File: src/rtl/ctle_hint_pkg.sv
// Shared types for the equalizer adaptation hint sequencer.
// Assumes: nothing beyond IEEE 1800-2017 packages.
package ctle_hint_pkg;
    typedef enum logic [1:0] {
        HS_MANUAL     = 2'd0,  // lower line rate, manual equalizer
        HS_WAIT_REQ   = 2'd1,  // high rate, awaiting far-end request completion
        HS_WAIT_VALID = 2'd2,  // high rate re-entry, awaiting valid data
        HS_ADAPTED    = 2'd3   // triggered adaptation active
    } hint_state_e;

    localparam logic [2:0] HINT_MANUAL = 3'b000;
    localparam logic [2:0] HINT_ADAPT  = 3'b111;
endpackage

File: src/rtl/ctle_hint_fsm.sv
// Episode state machine: tracks line rate, equalization history and the
// trigger condition for adaptation. Assumes synchronous inputs; the phase
// code 2 or 3 marks the far-end tuning phases.
module ctle_hint_fsm
    import ctle_hint_pkg::*;
(
    input  logic       clk,
    input  logic       rst_n,
    input  logic       rate_hi,
    input  logic [1:0] eq_phase,
    input  logic       far_req_done,
    input  logic       data_valid,
    input  logic       redo_eq,
    output logic       adapt_q,
    output logic       adapt_start,
    output logic       adapt_nxt
);
    hint_state_e st_q, st_d;
    logic        eq_done_q;
    logic        tune_phase;

    assign tune_phase = (eq_phase == 2'd2) || (eq_phase == 2'd3);

    // Next-state selection: rate drop first, then redo, then triggers.
    always_comb begin
        st_d = st_q;
        if (!rate_hi) begin
            st_d = HS_MANUAL;
        end else if (st_q == HS_MANUAL) begin
            st_d = eq_done_q ? HS_WAIT_VALID : HS_WAIT_REQ;
        end else if (redo_eq && tune_phase) begin
            st_d = HS_WAIT_REQ;
        end else begin
            case (st_q)
                HS_WAIT_REQ:   if (far_req_done && tune_phase) st_d = HS_ADAPTED;
                HS_WAIT_VALID: if (data_valid) st_d = HS_ADAPTED;
                default:       st_d = st_q;
            endcase
        end
    end

    // State and equalization-history registers.
    always_ff @(posedge clk) begin
        if (!rst_n) begin
            st_q      <= HS_MANUAL;
            eq_done_q <= 1'b0;
        end else begin
            st_q <= st_d;
            if (st_d == HS_ADAPTED) eq_done_q <= 1'b1;
        end
    end

    assign adapt_q     = (st_q == HS_ADAPTED);
    assign adapt_nxt   = (st_d == HS_ADAPTED);
    assign adapt_start = adapt_nxt && !adapt_q;


    // Adaptation only begins after an accepted strobe or valid data.
    trigger_cause_chk: assert property (@(posedge clk) disable iff (!rst_n)
        $rose(adapt_q) |-> $past(far_req_done || data_valid));


    hint_persist_chk: assert property (@(posedge clk) disable iff (!rst_n)
        adapt_q && rate_hi && !(redo_eq && tune_phase) |=> adapt_q);


    redo_clear_chk: assert property (@(posedge clk) disable iff (!rst_n)
        adapt_q && rate_hi && redo_eq && tune_phase |=> !adapt_q);
endmodule

File: src/rtl/ctle_dwell_timer.sv
// Dwell timer: counts recovery cycles after an adaptation trigger and
// reports busy until DWELL_CYCLES of them have passed. Assumes
// DWELL_CYCLES >= 1; 'keep' low aborts the window at once.
module ctle_dwell_timer #(
    parameter int DWELL_CYCLES = 3_000_000
) (
    input  logic clk,
    input  logic rst_n,
    input  logic start,
    input  logic keep,
    input  logic tick,
    output logic busy
);
    localparam int CNT_W = $clog2(DWELL_CYCLES + 1);
    localparam logic [CNT_W-1:0] LAST = CNT_W'(DWELL_CYCLES - 1);

    logic [CNT_W-1:0] cnt_q;
    logic             busy_q;

    // Window counter: load on start, advance on ticks, stop at the limit.
    always_ff @(posedge clk) begin
        if (!rst_n || !keep) begin
            busy_q <= 1'b0;
            cnt_q  <= '0;
        end else if (start) begin
            busy_q <= 1'b1;
            cnt_q  <= '0;
        end else if (busy_q && tick) begin
            if (cnt_q == LAST) begin
                busy_q <= 1'b0;
                cnt_q  <= '0;
            end else begin
                cnt_q <= cnt_q + 1'b1;
            end
        end
    end

    assign busy = busy_q;


    cnt_bound_chk: assert property (@(posedge clk) disable iff (!rst_n)
        cnt_q <= LAST);


    // The window closes only on a counted tick or an abort.
    busy_fall_chk: assert property (@(posedge clk) disable iff (!rst_n)
        $fell(busy_q) |-> $past(tick || !keep));
endmodule

File: src/rtl/ctle_hint_seq.sv
// Top: equalizer preset-hint sequencer. Combines the episode state machine
// with the dwell timer and drives the hint code and recovery-hold request.
// Assumes all inputs synchronous to clk.
module ctle_hint_seq
    import ctle_hint_pkg::*;
#(
    parameter int CLK_HZ       = 250_000_000,
    parameter int DWELL_MS     = 12,
    parameter int DWELL_CYCLES = CLK_HZ / 1000 * DWELL_MS
) (
    input  logic       clk,
    input  logic       rst_n,
    input  logic       rate_hi,
    input  logic [1:0] eq_phase,
    input  logic       far_req_done,
    input  logic       data_valid,
    input  logic       in_recovery,
    input  logic       redo_eq,
    output logic [2:0] rx_hint,
    output logic       hold_recovery
);
    logic adapt_q, adapt_start, adapt_nxt, busy;

    ctle_hint_fsm u_fsm (
        .clk          (clk),
        .rst_n        (rst_n),
        .rate_hi      (rate_hi),
        .eq_phase     (eq_phase),
        .far_req_done (far_req_done),
        .data_valid   (data_valid),
        .redo_eq      (redo_eq),
        .adapt_q      (adapt_q),
        .adapt_start  (adapt_start),
        .adapt_nxt    (adapt_nxt)
    );

    ctle_dwell_timer #(.DWELL_CYCLES(DWELL_CYCLES)) u_dwell (
        .clk   (clk),
        .rst_n (rst_n),
        .start (adapt_start),
        .keep  (adapt_nxt),
        .tick  (in_recovery),
        .busy  (busy)
    );

    // Output mapping: hint code from state, hold from the dwell window.
    always_comb begin
        rx_hint       = adapt_q ? HINT_ADAPT : HINT_MANUAL;
        hold_recovery = busy;
    end


    reset_state_chk: assert property (@(posedge clk)
        !rst_n |=> (rx_hint == HINT_MANUAL) && !hold_recovery);


    low_rate_chk: assert property (@(posedge clk) disable iff (!rst_n)
        !rate_hi |=> (rx_hint == HINT_MANUAL) && !hold_recovery);


    hold_needs_hint_chk: assert property (@(posedge clk) disable iff (!rst_n)
        hold_recovery |-> (rx_hint == HINT_ADAPT));
endmodule

File: config.mk
export PLATFORM = sky130hd
export DESIGN_NAME = ctle_hint_seq
export DESIGN_NICKNAME = d
export VERILOG_FILES = /design/src/rtl/ctle_hint_pkg.sv /design/src/rtl/ctle_hint_fsm.sv /design/src/rtl/ctle_dwell_timer.sv /design/src/rtl/ctle_hint_seq.sv
export SDC_FILE = /design/constraint.sdc
export NUM_CORES = 1
export LEC_CHECK = 0
export BUFFER_PORTS_ARGS = -buffer_cell sky130_fd_sc_hd__buf_4
export CORE_ASPECT_RATIO = 0.6
export CORE_UTILIZATION = 58
export DETAILED_ROUTE_END_ITERATION = 10
export PLACE_DENSITY = 0.78
export SLEW_MARGIN = 20
export SYNTH_ARGS = -nofsm -noshare
export SYNTH_HDL_FRONTEND = slang
export SYNTH_SLANG_ARGS = --single-unit
File: constraint.sdc
create_clock -name clk -period 2.41 [get_ports clk]
set_input_delay 0.482 -clock clk [delete_from_list [all_inputs] [get_ports clk]]
set_output_delay 0.482 -clock clk [all_outputs]
set_load 0.05 [all_outputs]
* Word-level counts from Yosys, hierarchy flattened *
Cells that the tools add are included.

operators by class
  multipliers = 0
  shift-type cells = 0
  magnitude comparators = 0
  reduce and logical (&&, ||, !) cells = 14
  add/sub/neg operators = 1
  eq/ne operators = 7
  muxes and demuxes = 12
  divide/modulo/power cells = 0
  bitwise logic cells = 0

operators by type and width
  kind                     count
  $add A22 B1 Y22 const B  1
  $eq A22 B22 Y1 const B   1
  $mux W22                 1
  $mux W2                  6
  $eq A2 B2 Y1 const B     5
  $logic_and A1 B1 Y1      4
  $pmux W2 S2              1
  $reduce_bool A2 Y1       2
  $logic_not A1 Y1         3
  $mux W1                  3
  $mux W3                  1
  $eq A2 B1 Y1 const B     1
  $logic_not A2 Y1         1
  $logic_or A1 B1 Y1       2
  $reduce_and A2 Y1        1
  $reduce_or A2 Y1         1

word-level totals
  register bits after elaboration = 26
  latch bits = 0
  output and inout bits = 4
  logic and storage cells = 38
  memories kept = 0
  bits in writable memories = 0
  bits in read-only memories = 0
  bits of input ports = 9

* Longest topological paths before layout *
  word-level depth = 12
  depth in mapped cells = 7

* Modules after synthesis *
A second synthesis with hierarchy kept.

second synthesis, totals
  cell total of the unflattened synthesis = 172
  area total of the unflattened synthesis = 1482.7 um^2

modules (own cells, without submodules)
  module            area each (um^2)  cells each  instances
  ctle_dwell_timer  1149.9            137         1
  ctle_hint_fsm     310.3             32          1
  ctle_hint_seq     22.5              3           1

* Worst setup path after synthesis *
No wires, ideal clock.

  path type = register to output
  start = register u_fsm.st_q[1]
  end = output port rx_hint[0]
  buffers on the path = 1
  required time = 1.928 ns
  stages on the path, launching flop included = 3
  slack = 1.111 ns
  data arrival time = 0.817 ns
  path through = dfxtp_1 -> ha_1 -> buf_4

on the way
  cells in the longest elaborated chain, start to end = 2

RTL lines
  item                    line                 source
  from (decl)             ctle_hint_fsm.sv:18  hint_state_e st_q, st_d;
  from (signal assigned)  ctle_hint_fsm.sv:48  st_q <= st_d;
  $eq A2 B2 Y1            ctle_hint_fsm.sv:53  assign adapt_q = (st_q == HS_ADAPTED);
  named net adapt_q       ctle_hint_seq.sv:22  logic adapt_q, adapt_start, adapt_nxt, busy;
  $mux W3                 ctle_hint_seq.sv:48  rx_hint = adapt_q ? HINT_ADAPT : HINT_MANUAL;
  to (decl)               ctle_hint_seq.sv:19  output logic [2:0] rx_hint,

The timed path passes the listed nets, and every way through them passes these cells.

* Final worst setup path *
  start = register u_dwell.cnt_q[0]
  end = register u_dwell.cnt_q[20]

on the way
  cells in the longest elaborated chain, start to end = 2
  elaborated cells on any way between the ends = 3
  classes of those cells = add/sub: 1; eq/ne: 1; mux: 1

RTL lines
  item                                               line                                            source
  from (decl)                                        ctle_dwell_timer.sv:17                          logic [CNT_W-1:0] cnt_q;
  from (signal assigned)                             ctle_dwell_timer.sv:33                          cnt_q <= cnt_q + 1'b1;
  $add A22 B1 Y22 or $eq A22 B22 Y1 (tied branches)  ctle_dwell_timer.sv:33, ctle_dwell_timer.sv:29
  $mux W22 (*)                                       ctle_dwell_timer.sv:29                          if (cnt_q == LAST) begin

Mark *: on every way between the ends. The rest lies on a longest branch, timed or not.
A chain may end at the register's enable or synchronous reset.

==> results.sh <==
export IMPL_drive_above_1_share_pct=11.9
export IMPL_multi_input_area_sq_um=831
export IMPL_final_area_sq_um=1550
export IMPL_fin_crit_sh_pct=89.1
export IMPL_rr_startpoint="u_dwell.cnt_q[0]"
export IMPL_crit_type="reg2reg"
export IMPL_power_uw=700
export IMPL_crit_path_start="u_dwell.cnt_q[0]"
export IMPL_io_pins=13
export IMPL_crit_path_max_incr_delay_ps=700
export IMPL_rsz0062_at_grt="false"
export IMPL_die_area_sq_um=2700
export IMPL_finalWirelength_um=3070
export IMPL_root_buffer="clkbuf_8"
export IMPL_cp_start_kind="flop"
export IMPL_netlist_area_leader_share_pct=36.1
export IMPL_area_delta_synth_final_pct=7.72
export IMPL_clock_path_buffers=2
export IMPL_coreArea_sq_um=2260
export IMPL_clock_latency_ps=270
export IMPL_synth_warnings=0
export IMPL_vias_per_cell=6.31
export IMPL_cts_tree="done"
export IMPL_firstDrtPassIters=4
export IMPL_r2r_end="u_dwell.cnt_q[20]"
export IMPL_ys_seq_elements=26
export IMPL_synth_nets=186
export IMPL_worst_clock_skew_ps=9.87
export IMPL_drcViolationCount=0
export IMPL_h_tree_depth=1
export IMPL_crit_slowest_cell="or4_1"
export IMPL_die_w_um=66.4
export IMPL_end_kind="flop"
export IMPL_grt_overflow_total=0
export IMPL_clk_pin_slew_ps=90
export IMPL_nFillCells=173
export IMPL_grt_pass1_wl_um=5120
export IMPL_power_leakage_uw=0.000465
export IMPL_peakVddDrop_mv=0.344
export IMPL_yosysUniqueCellTypes=36
export IMPL_fmax_mhz=466
export IMPL_tightestPinTransition_ps=334
export IMPL_initial_utilization_pct=63.8
export IMPL_critPathCapture="u_dwell.cnt_q[20]"
export IMPL_synth_seq_area_share_pct=36.1
export IMPL_drtIter0Drc=114
export IMPL_post_cts_buffers=0
export IMPL_antenna_found_initial=0
export IMPL_reg2reg_slack_ps=260
export IMPL_portBuffers=11
export IMPL_cts_sinks=26
export IMPL_synthTopCellsByArea="dfxtp_1, a211oi_1, ha_1"
export IMPL_vias=1307
export IMPL_syn_inst=171
export IMPL_min_period_ps=2150
export IMPL_cp_cell_sequence="ha_1 > inv_1 > or4_1 > or4_4 > a211oi_2"
export IMPL_place_gp_congestion=0.804
export IMPL_cp_required_ps=2610
export IMPL_finalSetupViolCount=0
export IMPL_maxSlewViolCount=0
export IMPL_grt_total_usage_pct=26.2
export IMPL_dpl_hpwl_um=2250
export IMPL_wire_per_inst_um=14.8
export IMPL_synth_top_area_cell="dfxtp_1"
export IMPL_pwr_density_cell_nw_per_um2=450
export IMPL_numCtsBuffers=3
export IMPL_first_global_vias=1091
export IMPL_hold_viol=0
export IMPL_drtAntennaViolNets=0
export IMPL_syn_area_sq_um=1440
export IMPL_max_slew_margin_pct=77.5
export IMPL_syn_avg_cell_area_sq_um=8.44
export IMPL_r2r_cells=5
export IMPL_nets=194
export IMPL_placed_area_sq_um=1510
export IMPL_status="finished clean"
export IMPL_hp_class="in2reg"
export IMPL_hold_buffers=0
export IMPL_critPathMaxFanout=10
export IMPL_seqCellArea_sq_um=520
export IMPL_antenna_cells=0
export IMPL_crit_arrival_ps=2340
export IMPL_drv_cap=0
export IMPL_setup_tns_ps=0
export IMPL_die_h_um=40.6
export IMPL_ctsResizeCount=0
export IMPL_grt_max_degree=25
export IMPL_fp_row_count=13
[area by class of cell]
class                      instances  share of cell area (%)
multi-input combinational        128                    53.5
sequential                        26                    33.5
timing repair buffer              13                    6.28
clock buffer                       3                    2.66
tap                               30                    2.42
inverter                           7                    1.69
[through the flow]
stage	hold slack [ps]	std cells	utilization (%)	worst slack (ps)
finish	419	207	68.7	262
global route	436	207	68.7	131
CTS	417	207	68.7	269
detailed placement	452	204	66.9	207
global placement	447	204	66.9	249
floorplan	436	171	-	148
[worst min path at each step]
stage                     cells after the start  slack [ps]              end            start
after floorplan                               2         440  u_fsm.eq_done_q  u_fsm.eq_done_q
after global placement                        2         450  u_fsm.eq_done_q  u_fsm.eq_done_q
after detailed placement                      2         450  u_fsm.eq_done_q  u_fsm.eq_done_q
after CTS                                     3         420  u_fsm.eq_done_q            rst_n
after global routing                          3         440  u_fsm.eq_done_q            rst_n
final                                         3         420  u_fsm.eq_done_q            rst_n
[registers in the layout (all words and copies together), names as in the netlist]
signal,count
u_dwell.cnt_q,22
u_dwell.busy,1
u_fsm.st_q,2
u_fsm.eq_done_q,1
[cell usage in the layout, fill, tap and decap left out, types with 2 or more instances in the layout]
cell	instances
nor3_1	10
xor2_1	3
xnor2_1	5
nand2_1	17
ha_1	6
or3_1	9
nand4_1	8
o21ai_0	13
nor2_1	3
a211oi_1	12
nor2b_1	2
clkbuf_8	3
and2_1	3
or4_1	2
or4_4	2
a211oi_2	2
nor4_1	2
nand3_1	8
a21oi_1	6
buf_4	13
inv_1	6
dfxtp_1	26
o31ai_1	2
and3_1	3
o2111ai_1	2
[where the power goes]
group          switching, uW  internal [uW]  total, uW  leakage, uW
Combinational           13.3           13.7       27.0     0.000234
Sequential              1.16            430        432     0.000210
Clock                    129            112        241    0.0000216
[worst max-delay path: cells and delay by family (launching register included)]
kind	cells	cell delay, ps
AO/OA/AOI/OAI	1	220
adder cells (fa/ha/maj)	1	230
buffers and inverters	1	50
flip-flops	1	410
AND/OR/NAND/NOR	2	1170
[Yosys cell counts]
master and n:
a211oi_1 12, a211oi_2 2, a21oi_1 6, and2_1 3
and3_1 3, and4_1 1, and4b_1 1, buf_2 1
buf_4 5, buf_6 1, clkbuf_1 3, clkinv_1 1
dfxtp_1 26, ha_1 6, inv_1 6, nand2_1 17
nand2b_1 1, nand3_1 8, nand4_1 8, nand4_2 1
nand4b_1 1, nor2_1 3, nor2b_1 2, nor3_1 10
nor4_1 2, nor4b_1 1, o2111ai_1 2, o21ai_0 13
o21bai_1 1, o221ai_1 1, o31ai_1 2, or3_1 9
or4_1 2, or4_4 2, xnor2_1 5, xor2_1 3
[layer usage]
metal / vias up / global-route usage, % / share of wire [%]
met2: 37 / 43.6 / 44
met4: 0 / 7.45 / 0.68
met1: 619 / 34.2 / 50
li1: 647 / - / -
met5: - / 0 / 0
met3: 4 / 6.94 / 5.2
[kinds of logic (layout without fill, tap and decap cells)]
kind of cell | after synthesis | in the layout | synth area share (%)
and+or+nand+nor | 75 | 75 | 29.6
AOI/OAI and AO/OA | 39 | 39 | 18.0
DFF | 26 | 26 | 36.1
buffers and inverters | 17 | 23 | 6.33
xor gates and xnor gates | 8 | 8 | 4.86
adders and majority gates | 6 | 6 | 5.20
No activity file was read; power rests on OpenSTA's default activity.
